[src/rtl/mac_hilo_pkg.sv]
package mac_hilo_pkg;

    typedef enum logic [2:0] {
        OP_MUL  = 3'd0,
        OP_NMUL = 3'd1,
        OP_MADD = 3'd2,
        OP_MSUB = 3'd3,
        OP_CLO  = 3'd4,
        OP_CLZ  = 3'd5,
        OP_RDA  = 3'd6,
        OP_RDB  = 3'd7
    } mac_op_e;

    typedef enum logic {
        STG_EMPTY = 1'b0,
        STG_BUSY  = 1'b1
    } stage_state_e;

endpackage

[src/rtl/mac_lead_count.sv]
module mac_lead_count #(
    parameter int DW = 32,
    parameter int CW = $clog2(DW) + 1
) (
    input  logic [DW-1:0] val_i,
    input  logic          ones_i,
    output logic [CW-1:0] cnt_o
);

    logic [DW-1:0] scan;
    logic          hit;

    always_comb begin
        scan  = ones_i ? ~val_i : val_i;
        cnt_o = CW'(DW);
        hit   = 1'b0;
        for (int i = DW - 1; i >= 0; i--) begin
            if (!hit && scan[i]) begin
                cnt_o = CW'(DW - 1 - i);
                hit   = 1'b1;
            end
        end
    end

    // a leading count never exceeds the operand width
    always_comb begin
        p_count_range_r8: assert (cnt_o <= CW'(DW));
    end

endmodule

[src/rtl/mac_mul_stage.sv]
module mac_mul_stage
    import mac_hilo_pkg::*;
#(
    parameter int DW = 32,
    parameter int PW = 2 * DW,
    parameter int CW = $clog2(DW) + 1
) (
    input  logic          clk_i,
    input  logic          rst_i,
    input  logic          start_i,
    input  mac_op_e       op_i,
    input  logic          signed_i,
    input  logic          hi_sel_i,
    input  logic [DW-1:0] opa_i,
    input  logic [DW-1:0] opb_i,
    output stage_state_e  st_o,
    output mac_op_e       op_o,
    output logic          hi_sel_o,
    output logic [PW-1:0] prod_o,
    output logic [CW-1:0] cnt_o
);

    logic [PW-1:0] ext_a;
    logic [PW-1:0] ext_b;
    logic [PW-1:0] prod_d;
    logic [CW-1:0] cnt_d;
    stage_state_e  st_d;

    always_comb begin
        ext_a  = signed_i ? {{DW{opa_i[DW-1]}}, opa_i} : {{DW{1'b0}}, opa_i};
        ext_b  = signed_i ? {{DW{opb_i[DW-1]}}, opb_i} : {{DW{1'b0}}, opb_i};
        prod_d = ext_a * ext_b;
    end

    mac_lead_count #(.DW(DW), .CW(CW)) u_count (
        .val_i  (opa_i),
        .ones_i (op_i == OP_CLO),
        .cnt_o  (cnt_d)
    );

    // stage transition: EMPTY -> BUSY on start, BUSY -> EMPTY without start
    always_comb begin
        unique case (st_o)
            STG_EMPTY: st_d = start_i ? STG_BUSY : STG_EMPTY;
            STG_BUSY:  st_d = start_i ? STG_BUSY : STG_EMPTY;
        endcase
    end

    always_ff @(posedge clk_i) begin
        if (rst_i) begin
            st_o <= STG_EMPTY;
        end else begin
            st_o <= st_d;
        end
    end

    always_ff @(posedge clk_i) begin
        if (rst_i) begin
            op_o     <= OP_MUL;
            hi_sel_o <= 1'b0;
            prod_o   <= '0;
            cnt_o    <= '0;
        end else if (start_i) begin
            op_o     <= op_i;
            hi_sel_o <= hi_sel_i;
            prod_o   <= prod_d;
            cnt_o    <= cnt_d;
        end
    end

endmodule

[src/rtl/mac_acc_stage.sv]
module mac_acc_stage
    import mac_hilo_pkg::*;
#(
    parameter int DW = 32,
    parameter int PW = 2 * DW,
    parameter int CW = $clog2(DW) + 1
) (
    input  logic          clk_i,
    input  logic          rst_i,
    input  stage_state_e  st_i,
    input  mac_op_e       op_i,
    input  logic          hi_sel_i,
    input  logic [PW-1:0] prod_i,
    input  logic [CW-1:0] cnt_i,
    output logic          done_o,
    output logic [DW-1:0] result_o,
    output logic [PW-1:0] acc_o
);

    logic [PW-1:0] acc_d;
    logic [DW-1:0] res_d;
    logic          is_count;
    stage_state_e  st_q;

    always_comb begin
        is_count = 1'b0;
        unique case (op_i)
            OP_MUL:  acc_d = prod_i;
            OP_NMUL: acc_d = '0 - prod_i;
            OP_MADD: acc_d = acc_o + prod_i;
            OP_MSUB: acc_d = acc_o - prod_i;
            OP_CLO, OP_CLZ: begin
                acc_d    = acc_o;
                is_count = 1'b1;
            end
            OP_RDA, OP_RDB: acc_d = acc_o;
        endcase
        if (is_count) begin
            res_d = DW'(cnt_i);
        end else if (hi_sel_i) begin
            res_d = acc_d[PW-1:DW];
        end else begin
            res_d = acc_d[DW-1:0];
        end
    end

    always_ff @(posedge clk_i) begin
        if (rst_i) begin
            st_q     <= STG_EMPTY;
            acc_o    <= '0;
            result_o <= '0;
        end else begin
            st_q <= st_i;
            if (st_i == STG_BUSY) begin
                acc_o    <= acc_d;
                result_o <= res_d;
            end
        end
    end

    always_comb begin
        unique case (st_q)
            STG_EMPTY: done_o = 1'b0;
            STG_BUSY:  done_o = 1'b1;
        endcase
    end

    p_reset_clear_r1: assert property (@(posedge clk_i) disable iff (rst_i)
        $past(rst_i) |-> (acc_o == '0) && !done_o);

    p_mul_load_r3: assert property (@(posedge clk_i) disable iff (rst_i)
        (st_i == STG_BUSY) && (op_i == OP_MUL) |=> acc_o == $past(prod_i));

    p_neg_load_r4: assert property (@(posedge clk_i) disable iff (rst_i)
        (st_i == STG_BUSY) && (op_i == OP_NMUL) |=> (acc_o + $past(prod_i)) == '0);

    p_acc_add_r5: assert property (@(posedge clk_i) disable iff (rst_i)
        (st_i == STG_BUSY) && (op_i == OP_MADD) |=> (acc_o - $past(acc_o)) == $past(prod_i));

    p_acc_sub_r6: assert property (@(posedge clk_i) disable iff (rst_i)
        (st_i == STG_BUSY) && (op_i == OP_MSUB) |=> ($past(acc_o) - acc_o) == $past(prod_i));

    p_count_keep_r10: assert property (@(posedge clk_i) disable iff (rst_i)
        (st_i == STG_BUSY) && ((op_i == OP_CLO) || (op_i == OP_CLZ)) |=> $stable(acc_o));

    p_read_keep_r12: assert property (@(posedge clk_i) disable iff (rst_i)
        (st_i == STG_BUSY) && ((op_i == OP_RDA) || (op_i == OP_RDB)) |=> $stable(acc_o));

endmodule

[src/rtl/mac_hilo_unit.sv]
module mac_hilo_unit
    import mac_hilo_pkg::*;
#(
    parameter int DW = 32
) (
    input  logic          clk_i,
    input  logic          rst_i,
    input  logic          start_i,
    input  logic [2:0]    op_i,
    input  logic          signed_i,
    input  logic          hi_sel_i,
    input  logic [DW-1:0] opa_i,
    input  logic [DW-1:0] opb_i,
    output logic          done_o,
    output logic [DW-1:0] result_o,
    output logic [DW-1:0] hi_o,
    output logic [DW-1:0] lo_o
);

    localparam int PW = 2 * DW;
    localparam int CW = $clog2(DW) + 1;

    stage_state_e  s1_st;
    mac_op_e       s1_op;
    logic          s1_hi_sel;
    logic [PW-1:0] s1_prod;
    logic [CW-1:0] s1_cnt;
    logic [PW-1:0] acc;

    mac_mul_stage #(.DW(DW), .PW(PW), .CW(CW)) u_mul (
        .clk_i    (clk_i),
        .rst_i    (rst_i),
        .start_i  (start_i),
        .op_i     (mac_op_e'(op_i)),
        .signed_i (signed_i),
        .hi_sel_i (hi_sel_i),
        .opa_i    (opa_i),
        .opb_i    (opb_i),
        .st_o     (s1_st),
        .op_o     (s1_op),
        .hi_sel_o (s1_hi_sel),
        .prod_o   (s1_prod),
        .cnt_o    (s1_cnt)
    );

    mac_acc_stage #(.DW(DW), .PW(PW), .CW(CW)) u_acc (
        .clk_i    (clk_i),
        .rst_i    (rst_i),
        .st_i     (s1_st),
        .op_i     (s1_op),
        .hi_sel_i (s1_hi_sel),
        .prod_i   (s1_prod),
        .cnt_i    (s1_cnt),
        .done_o   (done_o),
        .result_o (result_o),
        .acc_o    (acc)
    );

    assign hi_o = acc[PW-1:DW];
    assign lo_o = acc[DW-1:0];

    p_done_origin_r11: assert property (@(posedge clk_i) disable iff (rst_i)
        done_o |-> $past(start_i, 2));

    p_done_latency_r11: assert property (@(posedge clk_i) disable iff (rst_i)
        $past(start_i, 2) && !$past(rst_i, 1) && !$past(rst_i, 2) |-> done_o);

    p_count_result_r8: assert property (@(posedge clk_i) disable iff (rst_i)
        start_i && (op_i == 3'd5) && (opa_i == '0) |=> ##1 (result_o == DW'(DW)));

endmodule

[config.mk]
export PLATFORM = sky130hd
export DESIGN_NAME = mac_hilo_unit
export DESIGN_NICKNAME = d
export VERILOG_FILES = /design/src/rtl/mac_hilo_pkg.sv /design/src/rtl/mac_lead_count.sv /design/src/rtl/mac_mul_stage.sv /design/src/rtl/mac_acc_stage.sv /design/src/rtl/mac_hilo_unit.sv
export SDC_FILE = /design/constraint.sdc
export NUM_CORES = 2
export LEC_CHECK = 0
export BUFFER_PORTS_ARGS = -buffer_cell sky130_fd_sc_hd__buf_2
export CAP_MARGIN = 40
export CORE_AREA = 2 2 532 402
export DETAILED_ROUTE_END_ITERATION = 10
export DIE_AREA = 0 0 534 404
export HOLD_SLACK_MARGIN = 0.05
export MAX_ROUTING_LAYER = met4
export PLACE_DENSITY = 0.5
export SLEW_MARGIN = 5
export SYNTH_ARGS = -nofsm -noshare
export SYNTH_HDL_FRONTEND = slang
export SYNTH_HIERARCHICAL = 1
export SYNTH_SLANG_ARGS = --single-unit
[constraint.sdc]
create_clock -name clk_i -period 10.6 [get_ports clk_i]
set_input_delay 0 -clock clk_i [delete_from_list [all_inputs] [get_ports clk_i]]
set_output_delay 0 -clock clk_i [all_outputs]
set_load 0.005 [all_outputs]
Word level (Yosys, flattened, before mapping)

Index checks and enable logic that the tools add are counted.

Flip-flop bits (word level): 172
Word-level logic and storage cells: 159

Reduce and logical (&&, ||, !) cells: 65
Add/subtract/negate cells: 3
Equal/unequal tests: 8
Multiplexer cells: 72
Bitwise operators: 2
Multipliers: 1

Operators by type and width:

| operator                | count |
|---|---|
| $pmux W64 S5            | 1 |
| $mux W6                 | 32 |
| $mux W64                | 2 |
| $mux W32                | 3 |
| $add A64 B64 Y64        | 1 |
| $mul A64 B64 Y64        | 1 |
| $sub A1 B64 Y64 const A | 1 |
| $sub A64 B64 Y64        | 1 |
| $mux W1                 | 33 |
| $not A32 Y32            | 1 |
| $logic_and A1 B1 Y1     | 31 |
| $logic_not A1 Y1        | 31 |
| $eq A3 B3 Y1 const B    | 5 |
| $eq A3 B2 Y1 const B    | 2 |
| $reduce_or A4 Y1        | 1 |
| $eq A3 B1 Y1 const B    | 1 |
| $logic_not A3 Y1        | 1 |
| $pmux W1 S2             | 1 |
| $reduce_or A2 Y1        | 1 |
| $not A1 Y1              | 1 |

Depth between registers and ports, before layout

Depth after elaboration: 96
Depth in mapped cells: 37
Gate-level depth less buffers: 33

By module

The synthesis kept the hierarchy.

Modules (own cells, without submodules):

| module         | cells each | sequential area each (µm²) | times used | area each (µm²) |
|---|---|---|---|---|
| mac_mul_stage  | 5350       | 1501.4                     | 1          | 50533.5 |
| mac_acc_stage  | 1619       | 1941.9                     | 1          | 11315.9 |
| mac_lead_count | 153        | 0.0                        | 1          | 900.9 |

Worst setup path before layout

Ideal clock, no wire load.

Path type: input port to flip-flop
Start point: in signed_i
End point: reg u_mul.prod_o[60]
Setup time: 95 ps
Setup slack: 2131 ps
Buffers on the path: 3
Stages: 30
Arrival time: 8373 ps
Data required time: 10505 ps
Path through: clkbuf_1 clkbuf_1 and3_1 fa_1 inv_1 fa_1 inv_1 fa_1 fa_1 inv_1 fa_1 inv_1 fa_1 fa_1 fa_1 fa_1 inv_1 fa_1 inv_1 ha_1 clkbuf_1 a21oi_1 nor2b_1 o21ai_0 nand2b_1 a21o_1 a221o_1 o31ai_1 nand4b_1 o311ai_1

Word-level cells in the longest chain between the ends: 2

Ends and longest elaborated chain:

| item                               | RTL line                                 | RTL |
|---|---|---|
| start, declared                    | mac_hilo_unit.sv:10                      | `input logic signed_i,` |
| $mux W64, on equally long branches | mac_mul_stage.sv:30, mac_mul_stage.sv:31 |  |
| $mul A64 B64 Y64 *                 | mac_mul_stage.sv:32                      | `prod_d = ext_a * ext_b;` |
| end signal, assigned               | mac_mul_stage.sv:66                      | `prod_o <= prod_d;` |
| end, declared                      | mac_mul_stage.sv:19                      | `output logic [PW-1:0] prod_o,` |

Every way passes the cells marked *; elsewhere a longest branch is shown, timed or not.
A chain may end at the register's enable or synchronous reset.

Worst setup path in the final report

Start point: in signed_i
End point: reg u_mul.prod_o[63]

The elaborated chain is that of the path after synthesis.

==> summary.md <==
| Metric | Value |
|---|---|
| DIE AREA | `approximately 220000 um^2` |
| CP startpoint kind | `input pin` |
| Max Clk Rate | `about 0.11 GHz` |
| Core area | `between 200000 and 250000 um^2` |
| CTS Buf Count | `17` |
| Data arrival time of the critical path | `9.40 ns` |
| Via total after detailed routing | `a little under 50000` |
| Final Hold Fails | `0` |
| CP peak stage delay | `around 0.56 ns` |
| Multi-input logic area | `approximately 52000 um^2` |
| RSZ-0062 raised after global routing | `false` |
| Register Area | `around 3400 um^2` |
| Largest family of logic cells by synthesized area | `adder cells` |
| HP Class | `in -> reg` |
| Post-synthesis net count | `about 9000` |
| GP Congestion | `0.944` |
| Die Span Y | `a little over 400 um` |
| Layout Nets | `between 8000 and 9000` |
| Worst EP required | `between 10 and 15 ns` |
| Most common cell in the synthesized netlist | `inv_1` |
| CTS root buf | `clkbuf_16` |
| I/O pins | `around 170` |
| Setup TNS | `0 ns` |
| # DRC | `0` |
| Final Critical Period | `slightly above 9 ns` |
| Synth Instances | `about 7100` |
| Maxcap violations | `0` |
| Synthesis Warnings | `6` |
| CP bufs+invs | `7` |
| Critical path class | `in -> reg` |
| Sequential area share after synthesis | `0.0549` |
| Initial antenna violation count | `21` |
| Setup violations, final | `0` |
| Share of layout cells above drive strength 1 | `0.0525` |
| Post-Syn Area per Cell | `roughly 8.8 um^2` |
| H-tree depth | `4` |
| CTS tree | `done` |
| Delay-heaviest family, CP | `adder cells` |
| CP Capture Type | `register` |
| Rel. slew slack | `0.289` |
| DR vias/cell | `between 4 and 5` |
| Synth top area share | `0.451` |
| Post-synth EDFFs | `0` |
| Fin crit share | `0.853` |
| Worst hold endpoint | `u_mul/prod_o[0]` |
| CP most frequent cell | `fa_1` |
| Clock transition at path regs | `approximately 0.070 ns` |
| Top_reg_cell synth | `dfxtp_1` |
| Outcome | `complete, no violations` |
| # clock sinks | `roughly 170` |
| Synth Area in Compound Gates | `0.0922` |
| R2R Path End | `u_acc/acc_o[60]` |
| Area growth from synthesis to layout | `7.22%` |
| Initial core utilization | `0.298` |
| Hold path depth | `3` |
| RR Startpoint | `u_mul/prod_o[2]` |
| Buffers on Ports | `between 150 and 200` |
| Vias in the first global route | `around 52000` |
| First-pass GRT wire length | `347000 um` |
| Ys async rst share | `0` |
| Netlist Area Pre-Place | `62800 um^2` |
| Multiplexer share of the synthesized area | `0.0117` |
| Reg2Reg Depth | `17` |
| Clock latency on the worst-skew pair | `0.50 ns` |
| CP max stage cell | `fa_1` |
| Clk buf depth | `2` |
| Unique masters post-synth | `110` |
| Overflow after GRT | `0` |
| Post-synthesis simple-gate area fraction | `0.159` |
| Worst-Margin Slew | `between 1 and 1.5 ns` |
| Hold Startpoint | `opa_i[0]` |
| Chip width | `roughly 530 um` |
| Final setup skew | `~0.013 ns` |
| Routed Antenna Nets | `0` |
| Synth cell count leaders | `1561 x inv_1, 1415 x fa_1, 755 x nand2_1` |
| Largest net degree at the start of global routing | `between 60 and 70` |
| Final wirelength | `about 230000 um` |
| CP Max Fanout | `25` |
| Wirelength per Cell | `~23 um` |
| DRT Pass-1 Iters | `6` |
| Yosys top cell by area | `fa_1` |
| Adder-cell share of the synthesized area | `0.527` |
| All-Layer GR Usage | `0.221` |
| 1st-iter DRT viols | `4122` |
| Post-DP HPWL | `just under 200000 um` |
| Worst reg2reg setup slack | `approximately 3.5 ns` |
| Final Max Slew Viols | `0` |
| Synth Area in XOR/XNOR | `0.0378` |
| Synth Register Bits | `approximately 170` |
| Row cnt | `roughly 150` |
| Synth top area cells | `fa_1 45%, inv_1 9.3%, ha_1 7.5%, and2_1 5.7%, dfxtp_1 5.5%` |
| Fill cells | `around 22000` |
[cells in the final DEF, fill, tap and decap left out, drive strengths merged, types with 20 or more instances in the layout]
cell type	count
inv	1565
fa	1415
nand2	755
and2	576
ha	377
nor2	280
buf	267
a21oi	226
dfxtp	172
xnor2	171
o21ai	167
xor2	100
a21o	80
mux2i	72
and3	68
nand3	65
nor3	60
a211oi	44
nand4	37
a31oi	37
nand2b	35
or3	33
o21a	31
o22ai	31
o31ai	30
o211ai	22
o21bai	21
clkbuf	20
[repair_timing]
| item | 4_1_cts | 5_1_grt |
|---|---|---|
| hold endpoints to repair | 26 | 0 |
| hold buffers | 9 | 0 |
| gates resized for setup | 0 | 0 |
| setup endpoints to repair | 0 | 0 |
| buffers inserted | 0 | 0 |
[cell families (layout without fill, tap and decap cells)]
| kind of cell | after synthesis | after routing |
|---|---|---|
| simple gates | 2008 | 2008 |
| flops | 172 | 172 |
| other cells | 0 | 8 |
| xor+xnor | 271 | 271 |
| compound gates | 863 | 863 |
| buf+inv | 1942 | 1871 |
| fa+ha+maj | 1793 | 1793 |
| mux | 73 | 73 |
[area by class of cell]
cell class              count  area share
multi-input cells        5008       0.772
flip-flops and latches    172      0.0512
clock inverters            12     0.00229
well taps                2812      0.0523
repair buffers            276      0.0276
diodes                      8    0.000298
clock buffers              20     0.00679
inverters                1563      0.0872
[tightest hold or removal path, delay by kind of cell]
family | cells | cell delay [ns]
and+or+nand+nor | 1 | 0.18
buffers and inverters | 1 | 0.30
AOI/OAI and AO/OA | 1 | 0.07
[metal layers]
layer  vias to the layer above  global-route usage  share of wire
met2                      1702               0.330           0.43
met4                         0              0.0383          0.019
met5                         -                   -              0
met1                     25208               0.320           0.48
li1                      21611                   -              -
met3                       220              0.0310          0.066
[through the flow]
| stage | instances | area (um^2) | utilization | worst slack [ns] | hold WS [ns] |
|---|---|---|---|---|---|
| floorplan | 7122 | 62800 | - | 2.13 | 0.147 |
| CTS | 9862 | 67200 | 0.320 | 1.58 | 0.0628 |
| global placement | 9808 | 66300 | 0.315 | 1.20 | 0.250 |
| global route | 9866 | 67300 | 0.320 | 1.13 | 0.123 |
| detailed placement | 9821 | 66500 | 0.316 | 1.06 | 0.252 |
| finish | 9871 | 67300 | 0.320 | 1.55 | 0.119 |
[worst max-delay path by stage]
stage,endpoint,cells past startpoint,slack [ns],start
after floorplan,u_mul/prod_o[60],30,2.13,signed_i
after global placement,u_mul/prod_o[60],29,1.20,opa_i[31]
after detailed placement,u_mul/prod_o[62],28,1.06,opa_i[31]
after CTS,u_mul/prod_o[60],29,1.58,opa_i[31]
after global routing,u_mul/prod_o[60],29,1.13,opa_i[31]
final,u_mul/prod_o[63],32,1.55,signed_i
[state kept, by name, summed over array words and instances, names as in the netlist]
| register | count |
|---|---|
| u_acc/acc_o | 64 |
| u_mul/prod_o | 64 |
| u_acc/result_o | 32 |
| u_mul/cnt_o | 6 |
| u_mul/op_o | 3 |
| u_acc/st_q | 1 |
| u_mul/hi_sel_o | 1 |
| u_mul/st_o | 1 |
Power is left out: the tool's default activity adds up to more than one toggle a clock period on the data nets, which glitch-free logic cannot reach.
